`config.mk`:
```
export PLATFORM = sky130hd
export DESIGN_NAME = genlock_tx
export DESIGN_NICKNAME = d
export VERILOG_FILES = /design/src/rtl/genlock_pkg.sv /design/src/rtl/gl_slot_timer.sv /design/src/rtl/gl_serial_mux.sv /design/src/rtl/gl_dco.sv /design/src/rtl/genlock_tx.sv
export SDC_FILE = /design/constraint.sdc
export NUM_CORES = 1
export LEC_CHECK = 0
export ABC_AREA = 1
export BUFFER_PORTS_ARGS = -buffer_cell sky130_fd_sc_hd__buf_2
export CAP_MARGIN = 30
export CORE_MARGIN = 8
export CORE_UTILIZATION = 32
export DETAILED_ROUTE_END_ITERATION = 8
export PLACE_DENSITY_LB_ADDON = 0.2
export SLEW_MARGIN = 10
export SYNTH_ARGS = -nofsm -noshare
export SYNTH_HDL_FRONTEND = slang
export SYNTH_SLANG_ARGS = --single-unit
```
`constraint.sdc`:
```
create_clock -name clk -period 5.4 [get_ports clk]
set_input_delay 1.08 -clock clk [delete_from_list [all_inputs] [get_ports clk]]
set_output_delay 1.08 -clock clk [all_outputs]
set_load 0.01 [all_outputs]
```
`src/rtl/genlock_pkg.sv`:
```
package genlock_pkg;
    localparam int unsigned GL_WORD_W = 23;
    localparam int unsigned GL_GAP    = 7;
    localparam int unsigned GL_DIV    = 4;
endpackage

```
`src/rtl/gl_slot_timer.sv`:
```
module gl_slot_timer #(
    parameter int unsigned LAST   = 30,
    parameter int unsigned DIV    = 4,
    localparam int unsigned SLOT_W = $clog2(LAST + 1),
    localparam int unsigned SUB_W  = $clog2(DIV)
) (
    input  logic              clk,
    input  logic              rst_n,
    input  logic              line_start,
    input  logic              slow_in,
    output logic              active,
    output logic [SLOT_W-1:0] slot
);
    typedef struct packed {
        logic              active;
        logic              slow;
        logic [SLOT_W-1:0] slot;
        logic [SUB_W-1:0]  sub;
    } tmr_t;

    tmr_t st_d, st_q;
    logic tick;

    always_comb begin
        st_d = st_q;
        tick = !st_q.slow || (st_q.sub == SUB_W'(DIV - 1));
        if (line_start) begin
            st_d.active = 1'b1;
            st_d.slow   = slow_in;
            st_d.slot   = '0;
            st_d.sub    = '0;
        end else if (st_q.active) begin
            st_d.sub = tick ? '0 : st_q.sub + SUB_W'(1);
            if (tick) begin
                if (st_q.slot == SLOT_W'(LAST)) begin
                    st_d.active = 1'b0;
                    st_d.slot   = '0;
                end else begin
                    st_d.slot = st_q.slot + SLOT_W'(1);
                end
            end
        end
    end

    always_ff @(posedge clk or negedge rst_n) begin
        if (!rst_n) st_q <= '0;
        else        st_q <= st_d;
    end

    assign active = st_q.active;
    assign slot   = st_q.slot;

    assert_fast_step_R5: assert property (@(posedge clk) disable iff (!rst_n)
        st_q.active && !st_q.slow && st_q.slot != SLOT_W'(LAST) && !line_start
        |=> st_q.slot == $past(st_q.slot) + SLOT_W'(1));

    assert_slow_hold_R6: assert property (@(posedge clk) disable iff (!rst_n)
        st_q.active && st_q.slow && st_q.sub != SUB_W'(DIV - 1) && !line_start
        |=> $stable(st_q.slot));

    assert_restart_R13: assert property (@(posedge clk) disable iff (!rst_n)
        line_start |=> st_q.active && st_q.slot == '0);
endmodule

```
`src/rtl/gl_serial_mux.sv`:
```
module gl_serial_mux #(
    parameter int unsigned WORD_W = 23,
    parameter int unsigned GAP    = 7,
    localparam int unsigned LAST   = WORD_W + GAP,
    localparam int unsigned SLOT_W = $clog2(LAST + 1)
) (
    input  logic              active,
    input  logic [SLOT_W-1:0] slot,
    input  logic [WORD_W-1:0] word,
    input  logic              armed,
    output logic              bit_o,
    output logic              rst_slot_o
);
    logic [WORD_W-1:0] shifted;

    always_comb begin
        shifted    = word << (slot - SLOT_W'(1));
        bit_o      = 1'b0;
        rst_slot_o = 1'b0;
        if (active) begin
            if (slot == '0) begin
                bit_o = 1'b1;
            end else if (slot <= SLOT_W'(WORD_W)) begin
                bit_o = shifted[WORD_W-1];
            end else if (slot == SLOT_W'(LAST)) begin
                bit_o      = !armed;
                rst_slot_o = armed;
            end
        end
    end
endmodule

```
`src/rtl/gl_dco.sv`:
```
module gl_dco #(
    parameter int unsigned WORD_W = 23
) (
    input  logic              clk,
    input  logic              rst_n,
    input  logic [WORD_W-1:0] freq,
    input  logic              clr,
    output logic [WORD_W-1:0] phase
);
    logic [WORD_W-1:0] phase_d, phase_q;

    always_comb begin
        phase_d = clr ? '0 : phase_q + freq;
    end

    always_ff @(posedge clk or negedge rst_n) begin
        if (!rst_n) phase_q <= '0;
        else        phase_q <= phase_d;
    end

    assign phase = phase_q;
endmodule

```
`src/rtl/genlock_tx.sv`:
```
module genlock_tx
    import genlock_pkg::*;
(
    input  logic                 clk,
    input  logic                 rst_n,
    input  logic                 line_start,
    input  logic [GL_WORD_W-1:0] freq_word,
    input  logic                 slow_mode,
    input  logic                 rst_req_wr,
    output logic                 ser_out,
    output logic [GL_WORD_W-1:0] dco_phase
);
    localparam int unsigned LAST   = GL_WORD_W + GL_GAP;
    localparam int unsigned SLOT_W = $clog2(LAST + 1);

    typedef struct packed {
        logic [GL_WORD_W-1:0] word;
        logic                 armed;
        logic                 pend;
    } tx_t;

    tx_t st_d, st_q;
    logic              tmr_active;
    logic [SLOT_W-1:0] tmr_slot;
    logic              rst_slot;

    gl_slot_timer #(.LAST(LAST), .DIV(GL_DIV)) timer_i (
        .clk(clk), .rst_n(rst_n), .line_start(line_start),
        .slow_in(slow_mode), .active(tmr_active), .slot(tmr_slot)
    );

    gl_serial_mux #(.WORD_W(GL_WORD_W), .GAP(GL_GAP)) mux_i (
        .active(tmr_active), .slot(tmr_slot), .word(st_q.word),
        .armed(st_q.armed), .bit_o(ser_out), .rst_slot_o(rst_slot)
    );

    gl_dco #(.WORD_W(GL_WORD_W)) dco_i (
        .clk(clk), .rst_n(rst_n), .freq(freq_word),
        .clr(rst_slot), .phase(dco_phase)
    );

    always_comb begin
        st_d      = st_q;
        st_d.pend = (st_q.pend && !rst_slot) || rst_req_wr;
        if (line_start) begin
            st_d.word  = freq_word;
            st_d.armed = st_q.pend && !rst_slot;
        end
    end

    always_ff @(posedge clk or negedge rst_n) begin
        if (!rst_n) st_q <= '0;
        else        st_q <= st_d;
    end

    assert_start_high_R3: assert property (@(posedge clk) disable iff (!rst_n)
        line_start |=> ser_out);

    assert_idle_low_R2: assert property (@(posedge clk) disable iff (!rst_n)
        !tmr_active |-> !ser_out);

    assert_phase_zero_R10: assert property (@(posedge clk) disable iff (!rst_n)
        rst_slot |=> dco_phase == '0);

    assert_req_clears_R11: assert property (@(posedge clk) disable iff (!rst_n)
        rst_slot && !rst_req_wr |=> !st_q.pend);
endmodule

```
**Word level (Yosys, flattened, before mapping)**

Cells that the tools add are included.

- Bits of input ports: 28
- Output and inout port bits: 24
- Flip-flop bits (word level): 57

- Add/subtract/negate cells: 4
- Shift-type cells: 1
- Mux-type cells: 18
- Eq/ne operators: 2
- Order comparisons: 1
- Reduce and logical (&&, ||, !) cells: 10

Operator list:

| kind | count |
|---|---|
| $add A23 B23 Y23 | 1 |
| $mux W23 | 1 |
| $shl A23 B5 Y23 | 1 |
| $mux W7 | 2 |
| $mux W1 | 12 |
| $mux W5 | 2 |
| $add A5 B1 Y5 const B | 1 |
| $eq A5 B5 Y1 const B | 1 |
| $le A5 B5 Y1 const B | 1 |
| $logic_not A5 Y1 | 1 |
| $sub A5 B1 Y5 const B | 1 |
| $reduce_bool A2 Y1 | 2 |
| $logic_not A1 Y1 | 3 |
| $add A2 B1 Y2 const B | 1 |
| $eq A2 B2 Y1 const B | 1 |
| $logic_or A1 B1 Y1 | 2 |
| $mux W2 | 1 |
| $reduce_and A2 Y1 | 1 |
| $logic_and A1 B1 Y1 | 1 |

**Logic depth before layout (Yosys ltp)**

- Depth after elaboration: 8
- Mapped depth: 13
- Mapped depth without buffers: 12

**Hierarchy**

A second synthesis with hierarchy kept.

- Cell total of the unflattened synthesis: 644
- Area total of the unflattened synthesis: 4,251.6 um2

By module, submodules not included:

| module | area an instance (um2) | times used | cells an instance |
|---|---|---|---|
| gl_dco | 2,265.9 | 1 | 384 |
| genlock_tx | 1,016.0 | 1 | 107 |
| gl_slot_timer | 560.5 | 1 | 70 |
| gl_serial_mux | 409.1 | 1 | 83 |

**Worst setup path after synthesis**

OpenSTA, ideal clock, no wires.

- Kind: reg2out
- Start point: reg timer_i.st_q (netlist bit timer_i.slot[0])
- End point: out ser_out
- Cell stages (with the launch flop): 13
- Slack: 2,575 ps
- Data arrival time: 1,745 ps
- Path through: dfrtp_1 clkinv_1 ha_1 buf_2 inv_1 nand3_1 nand3_1 nand3_1 nand2_1 nand2_1 nand2_1 nand2_1 a21oi_1

- Longest elaborated chain between the ends: 5
- Elaborated cells between the ends (all ways): 9
- Those cells by class: add/sub: 1; order compare: 1; eq/ne: 1; shift: 1; mux: 4; reduce/logical: 1

RTL lines:

| element | line | text |
|---|---|---|
| start: declaration | gl_slot_timer.sv:21 | `tmr_t st_d, st_q;` |
| start signal: assignment | gl_slot_timer.sv:47 | `else st_q <= st_d;` |
| $sub A5 B1 Y5 or $eq A5 B5 Y1 (tied branches) | gl_serial_mux.sv:17, gl_serial_mux.sv:25 |  |
| $shl A23 B5 Y23 or $mux W1 (tied branches) | gl_serial_mux.sv:17, gl_serial_mux.sv:25 |  |
| $mux W1 | gl_serial_mux.sv:23 | `end else if (slot <= SLOT_W'(WORD_W)) begin` |
| $mux W1 * | gl_serial_mux.sv:21 | `if (slot == '0) begin` |
| $mux W1 * | gl_serial_mux.sv:20 | `if (active) begin` |
| end: declaration | genlock_tx.sv:10 | `output logic ser_out,` |

Every way passes the cells marked *; elsewhere a longest branch is shown, timed or not.

**Final worst setup path**

Same ends and word-level chain as after synthesis.

==> results.yml <==
logic_synthesis:
  synth_ff_type: "dfrtp_1"
  ys_warn_count: 0
  ys_seq_elements: 57
  synthArstFlopShare: 1.000
  synth_nets: 579
  syn_inst: 524
  avgSynthCellArea_um2: 7.187
  synth.distinct_cells: 36
  synthesis.area_mm2: 0.003766
  synth_edf_count: 0
  synth-seq-area-share: 0.3787
clock_tree:
  clkSlewWorstSetupHoldPaths_ns: 0.06
  postCtsHoldBufs: 0
  cts.sinks: 57
  cts_resized: 0
  cts-htree-levels: 3
  cts_tree: "done"
  insertion_delay_ns: 0.33
  cts_setup_buffers: 0
  clk_path_buf_depth: 2
  cts_root_buf: "clkbuf_16"
  cts-buffers-inserted: 9
timing:
  hold_viol: 0
  max_freq_mhz: 247.2
  setup_tns_ns: 0
  layout_setup_ws_ns: 1.355
  setup_viol: 0
  min_period_over_period: 0.7491
  min_period_ns: 4.045
  slew_viol_final: 0
  worst_pin_slew_ns: 0.7445
  clock_skew_ns: 0.004477
  slew-limit-headroom: 0.5037
  rsz0062_at_grt: "false"
  whs_ns: 0.4593
worst_setup_path:
  worstPathArrival_ns: 2.97
  endpoint_kind: "output port"
  cp_common_cell: "nand2_1"
  critical_path_peak_fanout: 21
  slowest_delay_ns: 0.69
  rr_endpoint: "st_q[1]"
  reg2regPathDepth: 7
  cp-start-kind: "flop"
  critPathRequiredTime_ns: 4.32
  ff2ff_setup_slack_ns: 3.05
  cp_slowest_cell: "dfrtp_1"
  critPathKind: "reg -> out"
  path_cells: "clkinv_1 > ha_1 > inv_1 > nand3_1 > nand2_1 > nand2_1 > nand3_1 > nand2_1 > nand2_1 > nand2_1 > nand2_1 > a21oi_1 > buf_2"
  r2r-start: "timer_i.slot[0]"
global_routing:
  first_global_vias: 3567
  grt_remaining_overflow: 0
  antenna_found_initial: 0
  grt_pass1_wl_um: 17940
  grt_use_total: 0.1428
  grt_max_degree: 58
die:
  boundaryPins: 52
  rows: 39
  fp.dieH_um: 124.5
  die_w_um: 124.5
  core_area_mm2: 0.01147
  die_area_mm2: 0.01550
  initial_utilization: 0.3284
finish:
  layout-area-overhead-vs-synth_pct: 18.47
  n_fill_cell: 1218
  seqCellArea_mm2: 0.001426
  multi_input_area_mm2: 0.002047
  antennaDiodeCount: 0
  final_util: 0.3891
  nets: 632
  layout-drive-gt1-share: 0.1512
detailed_routing:
  final_antenna_net_count: 0
  wl_per_cell_um: 14.62
  viasPerCell: 4.869
  routed_wl_um: 10600
  vias: 3530
  remaining_drc_errors: 0
  drt_iter0_drc: 251
  first_pass_iters: 4
placement:
  hpwl_um: 8342
  dp_slack_ns: 1.760
  io_buffers: 51
  gp_congestion: 0.9361
power:
  irDropWorstVdd_uv: 224.2
  p_per_area_mw_per_mm2: 545.6
  p_leak_uw: 0.002383
flow_run:
  cap_violations: 0
worst_hold_path:
  worstHoldEndpoint: "st_q[0]"
  hp-start: "st_q[0]"
  holdPathStages: 2
  hold_path_class: "reg -> reg"
outcome:
  status: "complete, no violations"
==> stage by stage <==
step                      cells  power [µW]  area, µm²
after floorplan             524        1505       3766
after global placement      709        1847       4155
after detailed placement    709        1857       4155
after CTS                   725        2467       4462
after global routing        725        2673       4462
final                       725        2434       4462
==> final cells by class <==
type                    instances  share of cell area
multi-input cells             393              0.4588
flip-flops and latches         57              0.3197
repair buffers                 52             0.05889
clock buffers                  11             0.05665
inverters                      64             0.05384
well taps                     143             0.04010
clock inverters                 5             0.01206
==> worst max-delay path by stage <==
stage / cells past startpoint / endpoint / slack (ns) / from
floorplan: 12 / ser_out / 2.58 / timer_i.slot[0]
global placement: 13 / ser_out / 1.84 / timer_i.slot[0]
detailed placement: 13 / ser_out / 1.76 / timer_i.slot[0]
CTS: 13 / ser_out / 1.38 / timer_i.slot[0]
global route: 13 / ser_out / 1.02 / timer_i.slot[0]
finish: 13 / ser_out / 1.35 / timer_i.slot[0]
==> critical path: cells and delay by family (launching register included) <==
kind | cells | cell delay (ns)
buf+inv | 3 | 0.71
flops | 1 | 0.69
fa+ha+maj | 1 | 0.55
simple gates | 8 | 0.54
compound gates | 1 | 0.14
==> flip-flops by register name (all words and copies together) (netlist names) <==
register,flops
dco_i.phase,23
st_q,25
timer_i.active,1
timer_i.slot,5
timer_i.st_q,3
==> cell usage in the layout (no fill, tap or decap), types with 2 or more instances in the layout <==
cell type  netlist  final
nand2_1        148    148
inv_1           61     61
nor2_1          61     61
dfrtp_1         57     57
buf_2            3     51
a21oi_1         37     37
o21ai_0         36     36
nand3_1         32     32
ha_1            26     26
nand2_2         10     10
clkbuf_16        0      9
nand4_1          6      6
xor2_1           5      5
a21o_1           4      4
xnor2_1          4      4
o21a_1           3      3
nor3_1           3      3
clkinv_2         0      3
inv_2            2      2
o21ai_2          2      2
nor3b_1          2      2
o211ai_1         2      2
clkbuf_8         0      2
==> routing by layer <==
metal | GRT usage | wire length (µm) | vias to the layer above
met1 | 0.1747 | 4781 | 1638
met3 | 0.03319 | 445 | 13
met5 | 0 | 0 | -
met2 | 0.2365 | 5208 | 75
li1 | - | - | 1804
met4 | 0.05670 | 165 | 0
==> power by group <==
part / internal (µW) / switching, µW / total (µW)
logic: 457 / 764 / 1220
registers: 550 / 77.1 / 627
clock network: 380 / 206 / 586
==> synth_stat cells, types with 4 or more instances <==
cell type | n | area share
nor2_1 | 61 | 0.061
o21ai_0 | 36 | 0.048
nand4_1 | 6 | 0.010
clkbuf_1 | 5 | 0.0050
inv_1 | 61 | 0.061
ha_1 | 26 | 0.086
a21oi_1 | 37 | 0.049
nand2_2 | 10 | 0.017
dfrtp_1 | 57 | 0.38
nand2_1 | 148 | 0.15
nand3_1 | 32 | 0.043
xnor2_1 | 4 | 0.0093
a21o_1 | 4 | 0.0080
xor2_1 | 5 | 0.012
==> logic make-up after synthesis <==
group | count (synthesis) | synth area share
buf+inv | 74 | 0.07774
fa+ha+maj | 27 | 0.09169
simple gates | 267 | 0.2997
compound gates | 90 | 0.1312
flops | 57 | 0.3787
xor+xnor | 9 | 0.02093
Power figures use the tool's default switching activity.
